===== src/rtl/lin_hdr_pkg.sv =====
package lin_hdr_pkg;

  typedef enum logic [2:0] {
    ST_IDLE,
    ST_BRK,
    ST_DELIM,
    ST_SYNC,
    ST_PID
  } lin_st_e;

  localparam logic [7:0] SYNC_BYTE = 8'h55;
  localparam int FRAME_BITS = 10;

  // Protected identifier: parity bits on top of the 6-bit ID.
  function automatic logic [7:0] lin_pid_calc(input logic [5:0] id);
    logic p0;
    logic p1;
    p0 = id[0] ^ id[1] ^ id[2] ^ id[4];
    p1 = ~(id[1] ^ id[3] ^ id[4] ^ id[5]);
    return {p1, p0, id};
  endfunction

  // Bit of a start/8-data/stop frame: 0 = start, 1..8 = data LSB first, 9 = stop.
  function automatic logic frame_bit(input logic [7:0] data, input logic [3:0] idx);
    if (idx == 4'd0)      return 1'b0;
    else if (idx >= 4'd9) return 1'b1;
    else                  return data[idx - 4'd1];
  endfunction

endpackage


===== src/rtl/lin_bit_timer.sv =====
module lin_bit_timer #(
  parameter int OVS = 16
) (
  input  logic clk,
  input  logic rst_n,
  input  logic run,
  input  logic tick,
  output logic bit_end,
  output logic mid_pt
);
  localparam int PW  = (OVS > 1) ? $clog2(OVS) : 1;
  localparam int MID = OVS / 2;

  logic [PW-1:0] phase;

  always_ff @(posedge clk or negedge rst_n) begin
    if (!rst_n)              phase <= '0;
    else if (!run)           phase <= '0;
    else if (tick) begin
      if (phase == PW'(OVS - 1)) phase <= '0;
      else                       phase <= phase + 1'b1;
    end
  end

  assign bit_end = run && tick && (phase == PW'(OVS - 1));
  assign mid_pt  = run && tick && (phase == PW'(MID));


  phase_start_chk: assert property (@(posedge clk) disable iff (!rst_n)
    $rose(run) |-> phase == '0);

endmodule


===== src/rtl/lin_hdr_seq.sv =====
module lin_hdr_seq
  import lin_hdr_pkg::*;
#(
  parameter int BRK_W = 3
) (
  input  logic             clk,
  input  logic             rst_n,
  input  logic             start_go,
  input  logic [BRK_W-1:0] brk_extra,
  input  logic [1:0]       hdr_sel,
  input  logic [5:0]       id,
  input  logic             bit_end,
  output logic             busy,
  output logic             tx_bit,
  output logic             hdr_end
);
  localparam int CW = BRK_W + 4;

  lin_st_e        st;
  logic [CW-1:0]  cnt;
  logic [CW-1:0]  brk_len;
  logic [1:0]     sel_q;
  logic [7:0]     pid_q;
  logic           wants_sync;
  logic           wants_pid;
  logic           frame_last;
  logic           last_bit;

  assign wants_sync = (sel_q == 2'b01) || (sel_q == 2'b10);
  assign wants_pid  = (sel_q == 2'b10);
  assign frame_last = (cnt == CW'(FRAME_BITS - 1));
  assign busy       = (st != ST_IDLE);

  always_comb begin
    case (st)
      ST_DELIM: last_bit = !wants_sync;
      ST_SYNC:  last_bit = frame_last && !wants_pid;
      ST_PID:   last_bit = frame_last;
      default:  last_bit = 1'b0;
    endcase
  end

  assign hdr_end = bit_end && last_bit;

  always_comb begin
    case (st)
      ST_BRK:  tx_bit = 1'b0;
      ST_SYNC: tx_bit = frame_bit(SYNC_BYTE, cnt[3:0]);
      ST_PID:  tx_bit = frame_bit(pid_q, cnt[3:0]);
      default: tx_bit = 1'b1;
    endcase
  end

  always_ff @(posedge clk or negedge rst_n) begin
    if (!rst_n) begin
      st      <= ST_IDLE;
      cnt     <= '0;
      brk_len <= '0;
      sel_q   <= '0;
      pid_q   <= '0;
    end else if (st == ST_IDLE) begin
      if (start_go) begin
        st      <= ST_BRK;
        cnt     <= '0;
        brk_len <= CW'(brk_extra) + CW'(8);
        sel_q   <= hdr_sel;
        pid_q   <= lin_pid_calc(id);
      end
    end else if (bit_end) begin
      case (st)
        ST_BRK: begin
          if (cnt == brk_len - 1'b1) begin
            st  <= ST_DELIM;
            cnt <= '0;
          end else begin
            cnt <= cnt + 1'b1;
          end
        end
        ST_DELIM: begin
          st  <= wants_sync ? ST_SYNC : ST_IDLE;
          cnt <= '0;
        end
        ST_SYNC: begin
          if (frame_last) begin
            st  <= wants_pid ? ST_PID : ST_IDLE;
            cnt <= '0;
          end else begin
            cnt <= cnt + 1'b1;
          end
        end
        ST_PID: begin
          if (frame_last) begin
            st  <= ST_IDLE;
            cnt <= '0;
          end else begin
            cnt <= cnt + 1'b1;
          end
        end
        default: st <= ST_IDLE;
      endcase
    end
  end


  brk_len_chk: assert property (@(posedge clk) disable iff (!rst_n)
    (st == ST_BRK) |-> (cnt < brk_len));


  cfg_hold_chk: assert property (@(posedge clk) disable iff (!rst_n)
    (busy && $past(busy)) |-> $stable(pid_q) && $stable(sel_q));

endmodule


===== src/rtl/lin_bit_check.sv =====
module lin_bit_check (
  input  logic clk,
  input  logic rst_n,
  input  logic chk_en,
  input  logic busy,
  input  logic mid_pt,
  input  logic tx_bit,
  input  logic line_in,
  input  logic clr,
  output logic flag
);
  logic mismatch;

  assign mismatch = chk_en && mid_pt && (line_in != tx_bit);

  always_ff @(posedge clk or negedge rst_n) begin
    if (!rst_n)        flag <= 1'b0;
    else if (mismatch) flag <= 1'b1;
    else if (clr)      flag <= 1'b0;
  end


  mid_in_hdr_chk: assert property (@(posedge clk) disable iff (!rst_n)
    mid_pt |-> busy);


  berr_cause_chk: assert property (@(posedge clk) disable iff (!rst_n)
    $rose(flag) |-> $past(chk_en) && $past(busy));

endmodule


===== src/rtl/lin_hdr_tx.sv =====
module lin_hdr_tx #(
  parameter int OVS   = 16,
  parameter int BRK_W = 3
) (
  input  logic             clk,
  input  logic             rst_n,
  input  logic             sample_tick,
  input  logic             start_wr,
  input  logic [BRK_W-1:0] brk_extra,
  input  logic [1:0]       hdr_sel,
  input  logic [5:0]       id,
  input  logic             berr_en,
  input  logic             irq_en,
  input  logic             clr_done,
  input  logic             clr_berr,
  input  logic             line_in,
  output logic             line_out,
  output logic             busy,
  output logic             done_flag,
  output logic             berr_flag,
  output logic             irq
);
  logic start_go;
  logic bit_end;
  logic mid_pt;
  logic hdr_end;
  logic tx_bit;

  assign start_go = start_wr && !busy;

  lin_bit_timer #(.OVS(OVS)) u_timer (
    .clk(clk), .rst_n(rst_n), .run(busy), .tick(sample_tick),
    .bit_end(bit_end), .mid_pt(mid_pt)
  );

  lin_hdr_seq #(.BRK_W(BRK_W)) u_seq (
    .clk(clk), .rst_n(rst_n), .start_go(start_go), .brk_extra(brk_extra),
    .hdr_sel(hdr_sel), .id(id), .bit_end(bit_end),
    .busy(busy), .tx_bit(tx_bit), .hdr_end(hdr_end)
  );

  lin_bit_check u_chk (
    .clk(clk), .rst_n(rst_n), .chk_en(berr_en), .busy(busy), .mid_pt(mid_pt),
    .tx_bit(tx_bit), .line_in(line_in), .clr(clr_berr), .flag(berr_flag)
  );

  assign line_out = tx_bit;

  always_ff @(posedge clk or negedge rst_n) begin
    if (!rst_n)        done_flag <= 1'b0;
    else if (hdr_end)  done_flag <= 1'b1;
    else if (clr_done) done_flag <= 1'b0;
  end

  assign irq = irq_en && (done_flag || berr_flag);


  done_at_end_chk: assert property (@(posedge clk) disable iff (!rst_n)
    $rose(done_flag) |-> $fell(busy));


  idle_high_chk: assert property (@(posedge clk) disable iff (!rst_n)
    !busy |-> line_out);


  no_restart_chk: assert property (@(posedge clk) disable iff (!rst_n)
    (busy && start_wr && !hdr_end) |=> busy);

endmodule


===== config.mk =====
export PLATFORM = sky130hd
export DESIGN_NAME = lin_hdr_tx
export DESIGN_NICKNAME = d
export VERILOG_FILES = /design/src/rtl/lin_hdr_pkg.sv /design/src/rtl/lin_bit_timer.sv /design/src/rtl/lin_hdr_seq.sv /design/src/rtl/lin_bit_check.sv /design/src/rtl/lin_hdr_tx.sv
export SDC_FILE = /design/constraint.sdc
export NUM_CORES = 1
export LEC_CHECK = 0
export BUFFER_PORTS_ARGS = -buffer_cell sky130_fd_sc_hd__clkbuf_2
export CORE_MARGIN = 8
export CORE_UTILIZATION = 51
export CTS_CLUSTER_SIZE = 30
export DETAILED_ROUTE_END_ITERATION = 7
export PLACE_DENSITY_LB_ADDON = 0.08
export SYNTH_ARGS = -nofsm -noshare
export SYNTH_HDL_FRONTEND = slang
export SYNTH_SLANG_ARGS = --single-unit

===== constraint.sdc =====
create_clock -name clk -period 5.6 [get_ports clk]
set_input_delay 0.56 -clock clk [delete_from_list [all_inputs] [get_ports clk]]
set_output_delay 0.56 -clock clk [all_outputs]
set_load 0.01 [all_outputs]

After elaboration in Yosys (flattened, before gate mapping)
Memories as Yosys holds them, arrays and structs flattened.
Index checks and enable logic that the tools add are counted.
Word-level totals
  memory bits (read-only): 8
  word-level logic and storage cells: 95
  memories: 1
  bits in registers: 33
Memory list
  (name not given): words 8, width 1, rd ports 1, clocked after memory_dff 0, write ports 0, line lin_hdr_pkg.sv:27  | else return data[idx - 4'd1];
Cells by class
  equal/unequal tests: 16
  reduce and logical (&&, ||, !) cells: 25
  add/subtract/negate cells: 5
  bitwise logic cells: 7
  magnitude comparators: 2
  multiplexer cells: 31
Operators by type and width (number)
  two-way mux 7 bit: 5
  two-way mux 3 bit: 7
  one-hot mux 7 bit (3 select lines): 1
  two-way mux 4 bit: 3
  one-hot mux 3 bit (4 select lines): 1
  two-way mux 1 bit: 10
  logical AND 1 bit: 9
  inequality test 3 x 1 -> 1 bit (second input constant): 3
  equality test 4 bit (second input constant): 2
  adder 7 x 1 -> 7 bit (second input constant): 1
  equality test 7 x 4 -> 1 bit (second input constant): 1
  equality test 7 bit: 1
  subtractor 7 x 1 -> 7 bit (second input constant): 1
  equality test 3 x 2 -> 1 bit (second input constant): 2
  one-hot mux 1 bit (3 select lines): 2
  nonzero test 2 bit: 3
  bitwise XOR 1 bit: 6
  adder 3 x 4 -> 5 bit (second input constant): 1
  AND reduction 5 bit: 1
  adder 4 x 1 -> 4 bit (second input constant): 1
  >= comparator 4 bit (second input constant): 1
  zero test 4 bit: 1
  < comparator 4 bit (second input constant): 1
  inequality test 2 bit (second input constant): 2
  other kinds (17): 20

Longest topological paths before layout
Gate-level depths: netlist (run 1).
  word-level depth: 9
  mapped depth: 11

Modules after synthesis
A second synthesis (run 1) with hierarchy kept.
Second synthesis, totals
  cell total of the unflattened synthesis: 202
  area, all modules: 1945.6 µm²
By module, submodules not included
  lin_hdr_seq: cells an instance 166, area an instance 1599.0 µm², instances 1, seq. area each 600.6 µm²
  lin_bit_timer: cells an instance 26, area an instance 242.7 µm², instances 1, seq. area each 100.1 µm²
  lin_bit_check: cells an instance 5, area an instance 53.8 µm², instances 1, seq. area each 25.0 µm²
  lin_hdr_tx: cells an instance 5, area an instance 50.0 µm², instances 1, seq. area each 25.0 µm²

Worst setup path before layout (run 1)
OpenSTA, ideal clock, no wires.
  path kind: reg2out
  start point: register u_seq.cnt[0]
  end point: output line_out
  stages on the path, launching flop included: 11
  buffers on the path: 2
  arrival time: 2.105 ns
  setup slack: 2.935 ns
  cells stage by stage: dfrtp_1 buf_2 inv_1 ha_1 clkbuf_1 mux2i_1 o21ai_0 a31oi_1 nand3_1 a311oi_1 nor2_1
On the way
  word-level cells in the longest chain between the ends: 6
  elaborated cells between the ends (all ways): 12
  those cells by class: add/sub (1); order compare (1); mux (8); reduce/logical (1); memory (1)
RTL lines
  start: declaration: line lin_hdr_seq.sv:20  | logic [CW-1:0] cnt;
  start signal: assignment: line lin_hdr_seq.sv:76  | cnt <= cnt + 1'b1;
  start signal: assignment: line lin_hdr_seq.sv:88  | cnt <= cnt + 1'b1;
  start signal: assignment: line lin_hdr_seq.sv:96  | cnt <= cnt + 1'b1;
  subtractor 4 x 1 -> 4 bit: line lin_hdr_pkg.sv:27
  memory (8 x 1 bit) / binary-select mux 1 bit (select 3 bit) (equally long branches)
  two-way mux 1 bit (not written as such): line lin_hdr_pkg.sv:27
  two-way mux 1 bit: line lin_hdr_pkg.sv:26  | else if (idx >= 4'd9) return 1'b1;
  two-way mux 1 bit: line lin_hdr_pkg.sv:25  | if (idx == 4'd0) return 1'b0;
  one-hot mux 1 bit (3 select lines) (*): line lin_hdr_seq.sv:46  | case (st)
  end: declaration: line lin_hdr_tx.sv:17  | output logic line_out,
Every way passes the cells marked *; elsewhere a longest branch is shown, timed or not. The select of a mux whose other input is x is not followed.

Worst setup path after layout (run 1)
Same ends and word-level chain as after synthesis.

==> results of run 1 <==
stage by stage:
step | setup slack, ps | util [%] | hold WS (ps)
2_1_floorplan | 2940 | - | 264
3_3_place_gp | 2790 | 56.8 | 496
3_5_place_dp | 2630 | 56.8 | 507
4_1_cts | 2340 | 58.9 | 381
5_1_grt | 2140 | 58.9 | 425
6_report | 2370 | 58.9 | 354
critical path, cell delays in order, from the launching register on:
cell and delay (ps):
dfrtp_1 530, inv_1 170, ha_1 450, mux2i_1 270, o21ai_0 110, a31oi_1 190, nand3_1 90, a311oi_1 370
nor2_1 70, clkbuf_2 140
final cells by class:
| class | count | area, sq um |
|---|---|---|
| inverter | 12 | 45.0 |
| fill | 354 | 1520 |
| sequential | 30 | 751 |
| multi-input combinational | 168 | 1120 |
| clock buffer | 7 | 76.3 |
| tap | 48 | 60.1 |
| timing repair buffer | 24 | 120 |
registers in the layout, summed over array words and instances (netlist names):
name           flops
u_seq.brk_len      4
u_seq.st           3
u_seq.cnt          7
u_seq.sel_q        2
u_timer.phase      4
u_seq.pid_q        8
done_flag          1
u_chk.flag         1
cell usage after synthesis, types with 2 or more instances:
cell,number,area share (%)
mux2_2,10,5.7
buf_1,2,0.38
or3_1,2,0.63
and3_1,4,1.3
nand2b_1,5,1.6
nand3_1,5,1.3
o21ai_0,9,2.3
o21a_1,2,0.76
nand4_1,3,0.95
ha_1,7,4.4
clkbuf_1,3,0.57
dfrtp_1,30,38
nor2_1,19,3.6
nor2b_1,7,2.2
a22o_1,5,2.2
or2_2,2,0.63
xnor2_1,9,4.0
a21oi_1,11,2.8
nand2_1,20,3.8
nor3_1,4,1.0
mux2i_1,7,3.6
buf_2,5,1.3
and2_1,2,0.63
a31oi_1,2,0.63
o21ai_1,9,2.3
xor2_1,2,0.89
a211oi_1,2,0.76
inv_1,12,2.3
o22ai_1,2,0.63
a21boi_0,2,0.76
cells by family (layout without fill, tap and decap cells):
group | count (synthesis) | after routing
buffers and inverters | 23 | 43
XOR/XNOR | 11 | 11
AO/OA/AOI/OAI | 52 | 52
adder cells (fa/ha/maj) | 7 | 7
flip-flops | 30 | 30
multiplexers | 17 | 17
AND/OR/NAND/NOR | 81 | 81
power breakdown:
| group | total [mW] | switching, mW | leakage [nW] | internal, mW |
|---|---|---|---|---|
| Combinational | 0.515 | 0.277 | 0.564 | 0.238 |
| Sequential | 0.400 | 0.103 | 0.374 | 0.298 |
| Clock | 0.165 | 0.0800 | 0.0383 | 0.0855 |
| Total | 1.08 | 0.460 | 0.977 | 0.621 |
routing by layer:
metal | vias to the layer above | part of all wire, %
met4 | 0 | 2.0
met1 | 810 | 45
met2 | 39 | 50
li1 | 811 | -
met3 | 8 | 3.5
met5 | - | 0
how the worst max path moves through the flow:
stage / from / to / slack [ps] / cells past startpoint
floorplan: u_seq.cnt[0] / line_out / 2940 / 10
global placement: u_seq.cnt[0] / line_out / 2790 / 9
detailed placement: u_seq.cnt[0] / line_out / 2630 / 9
CTS: u_seq.cnt[0] / line_out / 2340 / 9
global route: u_seq.cnt[0] / line_out / 2140 / 9
finish: u_seq.cnt[0] / line_out / 2370 / 9
==> flow_summary_export.csv, run 1 <==
group,metric,value,unit
status,status,"finished, final reports clean",
worst_setup_path,cp-start-kind,"register",
drt,antenna_left,0,
drt,drtPass1Iterations,4,
sta,max_freq,309,MHz
logic_synthesis,syn-num-nets,248,
placement,post-dp-hpwl,3340,um
worst_setup_path,path_class,"register to output pin",
clock_network,htreeDepth,2,
logic_synthesis,synth_mux_area_share,9.27,%
logic_synthesis,postSynthAreaPerCell,8.92,sq um
floorplanning,pin_count,25,
sta,worst_pin_slew,795,ps
clock_network,post_cts_buffers,0,
sta,drv_slew,0,
logic_synthesis,synthDistinctLibCells,47,
global_route,grt_max_degree,31,
sta,final.setup_skew,4.19,ps
clock_network,numCtsBuffers,5,
clock_network,cts_hold_buf,0,
floorplanning,num_rows,22,
clock_network,clk_pin_slew,70,ps
drt,drc,0,
logic_synthesis,synthAdderAreaFrac,4.44,%
sta,hold_viol,0,
clock_network,clkLatencyLatePin,280,ps
drt,drt-initial-drc-count,188,
logic_synthesis,yosysWarnings,0,
logic_synthesis,ys_ff_latch,30,
logic_synthesis,synth-seq-area-share,38.1,%
power_and_ir_drop,vdd_drop_max,0.000264,V
layout,stdcell_count,289,
global_route,grt_util_met3,2.96,%
worst_setup_path,worstPathMaxFanout,10,
placement,gp_congestion,0.792,
floorplanning,start_util,53.4,%
layout,drive_gt1_share,19.1,%
global_route,grt_pass1_vias,1750,
global_route,top_usage_layer,"met2",
logic_synthesis,synth-xor-area-share,4.89,%
power_and_ir_drop,leakage,0.977,nW
min_path,hold_path_class,"input pin to async pin",
logic_synthesis,synth_top_family_by_area,"simple AND/OR/NAND/NOR gates",
layout,nNetsFinal,268,
worst_setup_path,crit_path_end_kind,"output pin",
placement,numPortBuffers,24,
worst_setup_path,rr_startpoint,"u_seq.cnt[0]",
logic_synthesis,async_reset_ff_share,100,%
global_route,grt_pass1_wl,7960,um
layout,layout_commonest_cell,"dfrtp_1",
logic_synthesis,ys_dominant_reg_cell,"dfrtp_1",
layout,syn2layout_area_growth,10.2,%
floorplanning,die_w,78.2,um
layout,final_cell_mix,"dfrtp_1 (30), clkbuf_2 (24), nand2_1 (20)",
clock_network,cts_tree,"yes",
worst_setup_path,r2r_slack,2960,ps
sta,tns,0,ps
global_route,grt_antenna_before_repair,0,
power_and_ir_drop,power_density,497,nW/um^2
clock_network,clockRootBuffer,"clkbuf_8",
placement,placed_area,2100,sq um
global_route,grt-ovfl-total,0,
logic_synthesis,netlist_instances,221,
logic_synthesis,synth_area,1970,sq um
logic_synthesis,synth_compound_area_share,16.9,%
clock_network,cts_resized,0,
sta,relSlewSlack,47.0,%
worst_setup_path,reg2reg_to,"u_chk.flag",
sta,setup_viol,0,
power_and_ir_drop,finalPower,1.08,mW
worst_setup_path,critPathRequiredTime,5040,ps
drt,wl,4530,um
logic_synthesis,synth-edff-count,0,
sta,min_period,3230,ps
sta,rsz0062_at_grt,"no",
floorplanning,coreArea,3690,sq um
placement,dp.cells,282,
global_route,track_usage,16.0,%
layout,antennaDiodeCount,0,
clock_network,cts_num_sinks,30,
layout,stdcell_area,2170,sq um
global_route,globalRouteMet1Util,19.3,%
drt,post_drt_wl_per_cell,15.7,um
worst_setup_path,r2r.worst_path.cells,9,
worst_setup_path,cp.arrival,2670,ps
floorplanning,die_h,78.2,um
sta,min_period_over_period,57.7,%
global_route,grtUsageMet2,26.0,%
drt,vias,1668,
floorplanning,dieArea,6110,sq um
clock_network,clk_path_buf_depth,2,
flow_run,drv_cap,0,
logic_synthesis,yosys.area_share.simple,21.3,%
drt,routed_via_density,5.77,
Note: power is estimated with default switching activity, not from simulation.
==> inputs of run 2 (changes only) <==
clock period = 3.25 ns   (was 5.6 ns; I/O delays follow)
==> run 2 against run 1 <==
Critical path depth unchanged. Combinational power rose by 73%. Cell area rose by 0.75%. Clock-buffer cell count stayed put. Clock skew is 1.8 ps higher. Non-clock buffer count unchanged. Register-to-register slack worse by 2300 ps. Utilization rose by 0.44 points. Die area did not move. Sequential share of layout area decreased by 0.20 points. Flip-flop and latch count unchanged. First-iteration DRC count fell by 23%. Critical endpoint unchanged. Largest power group unchanged.
==> flow_summary_export.csv, run 2 (synthesis gave the netlist of run 1 again) <==
group,metric,value,unit
layout,syn2layout_area_growth,11.0,%
sta,min_period,2920,ps
global_route,grt_max_degree,31,
layout,largest-register,"u_seq.pid_q",
floorplanning,start_util,53.4,%
global_route,grt_antenna_before_repair,0,
placement,dp_slack,504,ps
drt,routed_via_density,5.67,
clock_network,clk_path_buf_depth,2,
clock_network,cts_tree,"yes",
sta,worst_pin_slew,767,ps
floorplanning,coreArea,3690,sq um
floorplanning,dieArea,6110,sq um
sta,rsz0062_at_grt,"no",
placement,numPortBuffers,24,
layout,drive_gt1_share,20.2,%
drt,drc,0,
power_and_ir_drop,vdd_drop_max,0.000401,V
clock_network,htreeDepth,2,
global_route,grt-ovfl-total,0,
sta,drv_slew,0,
sta,setup_slack,333,ps
sta,max_freq,343,MHz
power_and_ir_drop,leakage,0.985,nW
worst_setup_path,path_class,"register to output pin",
floorplanning,die_w,78.2,um
floorplanning,die_h,78.2,um
worst_setup_path,r2r.worst_path.cells,9,
global_route,grt_pass1_vias,1716,
clock_network,clkLatencyLatePin,280,ps
sta,setup_viol,0,
layout,final_cell_mix,"dfrtp_1 (29), clkbuf_2 (24), nand2_1 (20)",
floorplanning,pin_count,25,
drt,antenna_left,0,
drt,vias,1644,
drt,wl,4470,um
drt,drt-initial-drc-count,144,
layout,fill_cells,337,
sta,relSlewSlack,48.9,%
drt,drtPass1Iterations,4,
clock_network,numCtsBuffers,5,
layout,antennaDiodeCount,0,
worst_setup_path,critPathRequiredTime,2920,ps
placement,gp_congestion,0.777,
global_route,track_usage,15.8,%
layout,largest_reg_flops,8,
sta,min_period_over_period,89.7,%
sta,tns,0,ps
clock_network,cts_num_sinks,30,
layout,nNetsFinal,268,
layout,layout_commonest_cell,"dfrtp_1",
global_route,grt_pass1_wl,7940,um
power_and_ir_drop,power_density,867,nW/um^2
layout,reg.largest.list,"u_seq.pid_q: 8 flops, u_seq.cnt: 7 flops",
worst_setup_path,worstPathMaxFanout,10,
layout,stdcell_count,290,
drt,post_drt_wl_per_cell,15.4,um
status,status,"finished, final reports clean",
placement,post-dp-hpwl,3380,um
clock_network,clockRootBuffer,"clkbuf_8",
sta,hold_viol,0,
min_path,hold_path_class,"input pin to async pin",
floorplanning,num_rows,22,
sta,final.setup_skew,6.04,ps
placement,dp.cells,282,
flow_run,drv_cap,0,
worst_setup_path,cp-start-kind,"register",
clock_network,clk_pin_slew,70,ps
worst_setup_path,cp.arrival,2590,ps
worst_setup_path,crit_path_end_kind,"output pin",
-- run 2: area by class of cell --
type                    count  area (sq um)  share of cell area (%)
multi-input cells         168          1120                    51.2
flip-flops and latches     30           752                    34.4
repair buffers             24           120                    5.49
clock buffers               7          86.3                    3.95
well taps                  48          60.1                    2.74
inverters                  12          45.0                    2.06
clock inverters             1          5.00                   0.229
-- run 2: metrics by stage --
step | hold slack [ps] | power, mW | utilization (%) | cell area (sq um)
after CTS | 136 | 1.90 | 59.3 | 2190
after global routing | 168 | 2.06 | 59.3 | 2190
after global placement | 427 | 1.52 | 56.8 | 2100
after floorplan | 29.4 | 1.38 | - | 1970
final | 102 | 1.90 | 59.3 | 2190
after detailed placement | 442 | 1.58 | 56.8 | 2100
-- run 2: path summary, 6_finish.rpt --
path	endpoint	slack [ps]	from
setup / recovery	line_out	330	u_seq.cnt[0]
hold / removal	u_seq.cnt[6]	100	rst_n
setup reg to reg	u_chk.flag	700	u_seq.cnt[0]
hold reg to reg	u_seq.pid_q[3]	510	u_seq.pid_q[3]
max in group asynchronous	u_seq.cnt[0]	2610	rst_n
min in group clk	done_flag	230	clr_done
-- run 2: metal layers --
layer / track usage [%] / wire (um) / vias up
met5: 0 / 0 / -
met2: 26.3 / 2190 / 29
met3: 3.87 / 129 / 12
met1: 19.0 / 2030 / 790
met4: 6.48 / 119 / 0
li1: - / - / 813
-- run 2: what timing repair did --
action | 4_1_cts | 5_1_grt
hold buffers | 0 | 0
resized for setup | 0 | 1
endpoints found under the setup margin | 0 | 1
setup buffers | 0 | 0
endpoints found under the hold margin | 0 | 0
-- run 2: worst max-delay path: stages, from the launching register on --
cell	delay [ps]
dfrtp_2	470
inv_1	120
ha_1	450
mux2i_1	280
o21ai_0	100
a31oi_1	200
nand3_1	90
a311oi_1	370
nor2_1	70
clkbuf_2	140
-- run 2: power breakdown --
part | total [mW] | leakage, nW | switching (mW) | internal [mW]
Sequential | 0.689 | 0.373 | 0.175 | 0.514
Clock | 0.316 | 0.0482 | 0.145 | 0.171
Combinational | 0.893 | 0.564 | 0.484 | 0.409
==> inputs of run 3 (changes only) <==
BUFFER_PORTS_ARGS = not set   (was -buffer_cell sky130_fd_sc_hd__clkbuf_2)
DONT_BUFFER_PORTS = 1   (was not set)
SETUP_SLACK_MARGIN = 0.15   (was not set)
==> run 3 against run 2 <==
Clock-buffer cell count decreased by 1. Power up 6.1%. Wire length decreased by 7.5%. Cell area is 1.8% lower. Clock skew grew 1.4 ps. Final cell count decreased by 7.6%. Maximum frequency is 3.8% higher. Global-route usage fell by 1.9 points. First-iteration DRC count fell by 13%. Critical path depth fell by 1. Via count down 4.7%. Highest routed layer unchanged.
==> flow_summary_export.csv, run 3 (synthesis gave the netlist of run 1 again) <==
group,metric,value,unit
global_route,grt_pass1_vias,1522,
sta,hold_viol,0,
sta,hold_slack,130,ps
sta,min_period,2810,ps
clock_network,clkLatencyLatePin,280,ps
sta,rsz0062_at_grt,"no",
layout,layout_commonest_cell,"dfrtp_1",
power_and_ir_drop,power_density,937,nW/um^2
min_path,min_path_cells,1,
worst_setup_path,crit_path_cell_trace,"inv_1, ha_1, mux2i_1, a21oi_1, o21ai_0, nand3_1, a311oi_1, nor2_1",
drt,drtPass1Iterations,4,
worst_setup_path,critPathRequiredTime,2920,ps
layout,stdcell_count,268,
sta,worst_pin_slew,695,ps
worst_setup_path,cp-start-kind,"register",
sta,max_freq,356,MHz
layout,fill_cells,343,
worst_setup_path,path_depth,8,
layout,antennaDiodeCount,0,
power_and_ir_drop,finalPower,2.01,mW
worst_setup_path,crit_path_top_delay_cell,"dfrtp_2",
layout,largest-register,"u_seq.pid_q",
clock_network,cts_tree,"yes",
placement,dp_slack,596,ps
layout,largest_reg_flops,8,
drt,post_drt_wl_per_cell,15.4,um
global_route,grt_antenna_before_repair,0,
sta,tns,0,ps
worst_setup_path,cp_top_family,"compound AO/OA/AOI/OAI gates",
sta,setup_viol,0,
layout,final_util,58.3,%
placement,post-dp-hpwl,3140,um
layout,reg.largest.list,"u_seq.pid_q: 8 flops, u_seq.cnt: 7 flops",
layout,drive_gt1_share,12.3,%
worst_setup_path,worstPathMaxFanout,10,
clock_network,clk_pin_slew,60,ps
power_and_ir_drop,leakage,0.921,nW
worst_setup_path,cp.arrival,2480,ps
worst_setup_path,rr_startpoint,"u_seq.cnt[0]",
drt,antenna_left,0,
sta,min_period_over_period,86.4,%
clock_network,clk_path_buf_depth,2,
drt,routed_via_density,5.84,
layout,final_cell_mix,"dfrtp_1 (29), nand2_1 (20), nor2_1 (19)",
placement,placed_area,1980,sq um
floorplanning,pin_count,25,
power_and_ir_drop,vdd_drop_max,0.000398,V
worst_setup_path,crit_path_end_kind,"output pin",
floorplanning,die_w,78.2,um
layout,syn2layout_area_growth,9.08,%
worst_setup_path,path_class,"register to output pin",
floorplanning,num_rows,22,
status,status,"finished, final reports clean",
min_path,holdCritStartpoint,"clr_done",
sta,setup_slack,441,ps
worst_setup_path,slowest_delay,460,ps
global_route,track_usage,13.9,%
placement,gp_congestion,0.791,
clock_network,clockRootBuffer,"clkbuf_8",
placement,numPortBuffers,0,
min_path,hold_path_class,"input pin to register",
global_route,grt-ovfl-total,0,
clock_network,post_cts_buffers,0,
floorplanning,start_util,53.4,%
layout,nNetsFinal,246,
drt,drc,0,
clock_network,cts_num_sinks,30,
clock_network,htreeDepth,2,
sta,drv_slew,0,
drt,vias,1566,
drt,drt-initial-drc-count,125,
worst_setup_path,critPathBufInv,1,
global_route,grt_pass1_wl,6970,um
floorplanning,coreArea,3690,sq um
flow_run,drv_cap,0,
floorplanning,die_h,78.2,um
placement,dp.cells,258,
global_route,grt_max_degree,31,
sta,relSlewSlack,53.7,%
layout,stdcell_area,2150,sq um
drt,wl,4140,um
floorplanning,dieArea,6110,sq um
clock_network,numCtsBuffers,5,
worst_setup_path,startpoint,"u_seq.cnt[0]",
sta,final.setup_skew,7.40,ps
worst_setup_path,r2r.worst_path.cells,9,
[run 3: cell count changes in the layout (fill, tap and decap cells not counted)]
cell,previous run,this run
clkbuf_1,1,0
clkbuf_2,24,0
buf_12,0,1
dlygate4sd3_1,0,1
bufinv_16,0,2
clkinv_2,1,0
[run 3: worst paths after layout]
| path | endpoint | slack [ps] |
|---|---|---|
| worst min register to register | u_seq.pid_q[3] | 510 |
| worst max-delay path | line_out | 440 |
| min in group asynchronous | u_seq.cnt[5] | 480 |
| worst min-delay path | done_flag | 130 |
| worst max register to register | u_chk.flag | 750 |
| max in group asynchronous | u_seq.cnt[0] | 2580 |
[run 3: repair_timing]
item | in CTS | in global routing
hold buffers | 2 | 0
resized for setup | 0 | 1
hold endpoints to repair | 30 | 0
endpoints found under the setup margin | 0 | 1
[run 3: routing by layer]
metal	global-route usage, %	wire, um	up-vias
met5	0	0	-
met4	5.00	68	0
met3	4.33	206	7
met2	23.4	2050	29
li1	-	-	772
met1	16.3	1810	758
[run 3: layout make-up]
type / instances / area, sq um / share of cell area [%]
Inverter: 12 / 45.0 / 2.10
Multi-Input combinational cell: 168 / 1120 / 52.1
Tap cell: 48 / 60.1 / 2.79
Clock inverter: 2 / 60.1 / 2.79
Clock buffer: 6 / 82.6 / 3.84
Sequential cell: 30 / 752 / 35.0
Timing Repair Buffer: 2 / 30.0 / 1.40
[run 3: power by group]
part           switching (mW)  internal [mW]  leakage, nW
combinational           0.464          0.396        0.477
clock                   0.144          0.327       0.0714
sequential              0.169          0.514        0.373
total                   0.776           1.24        0.921
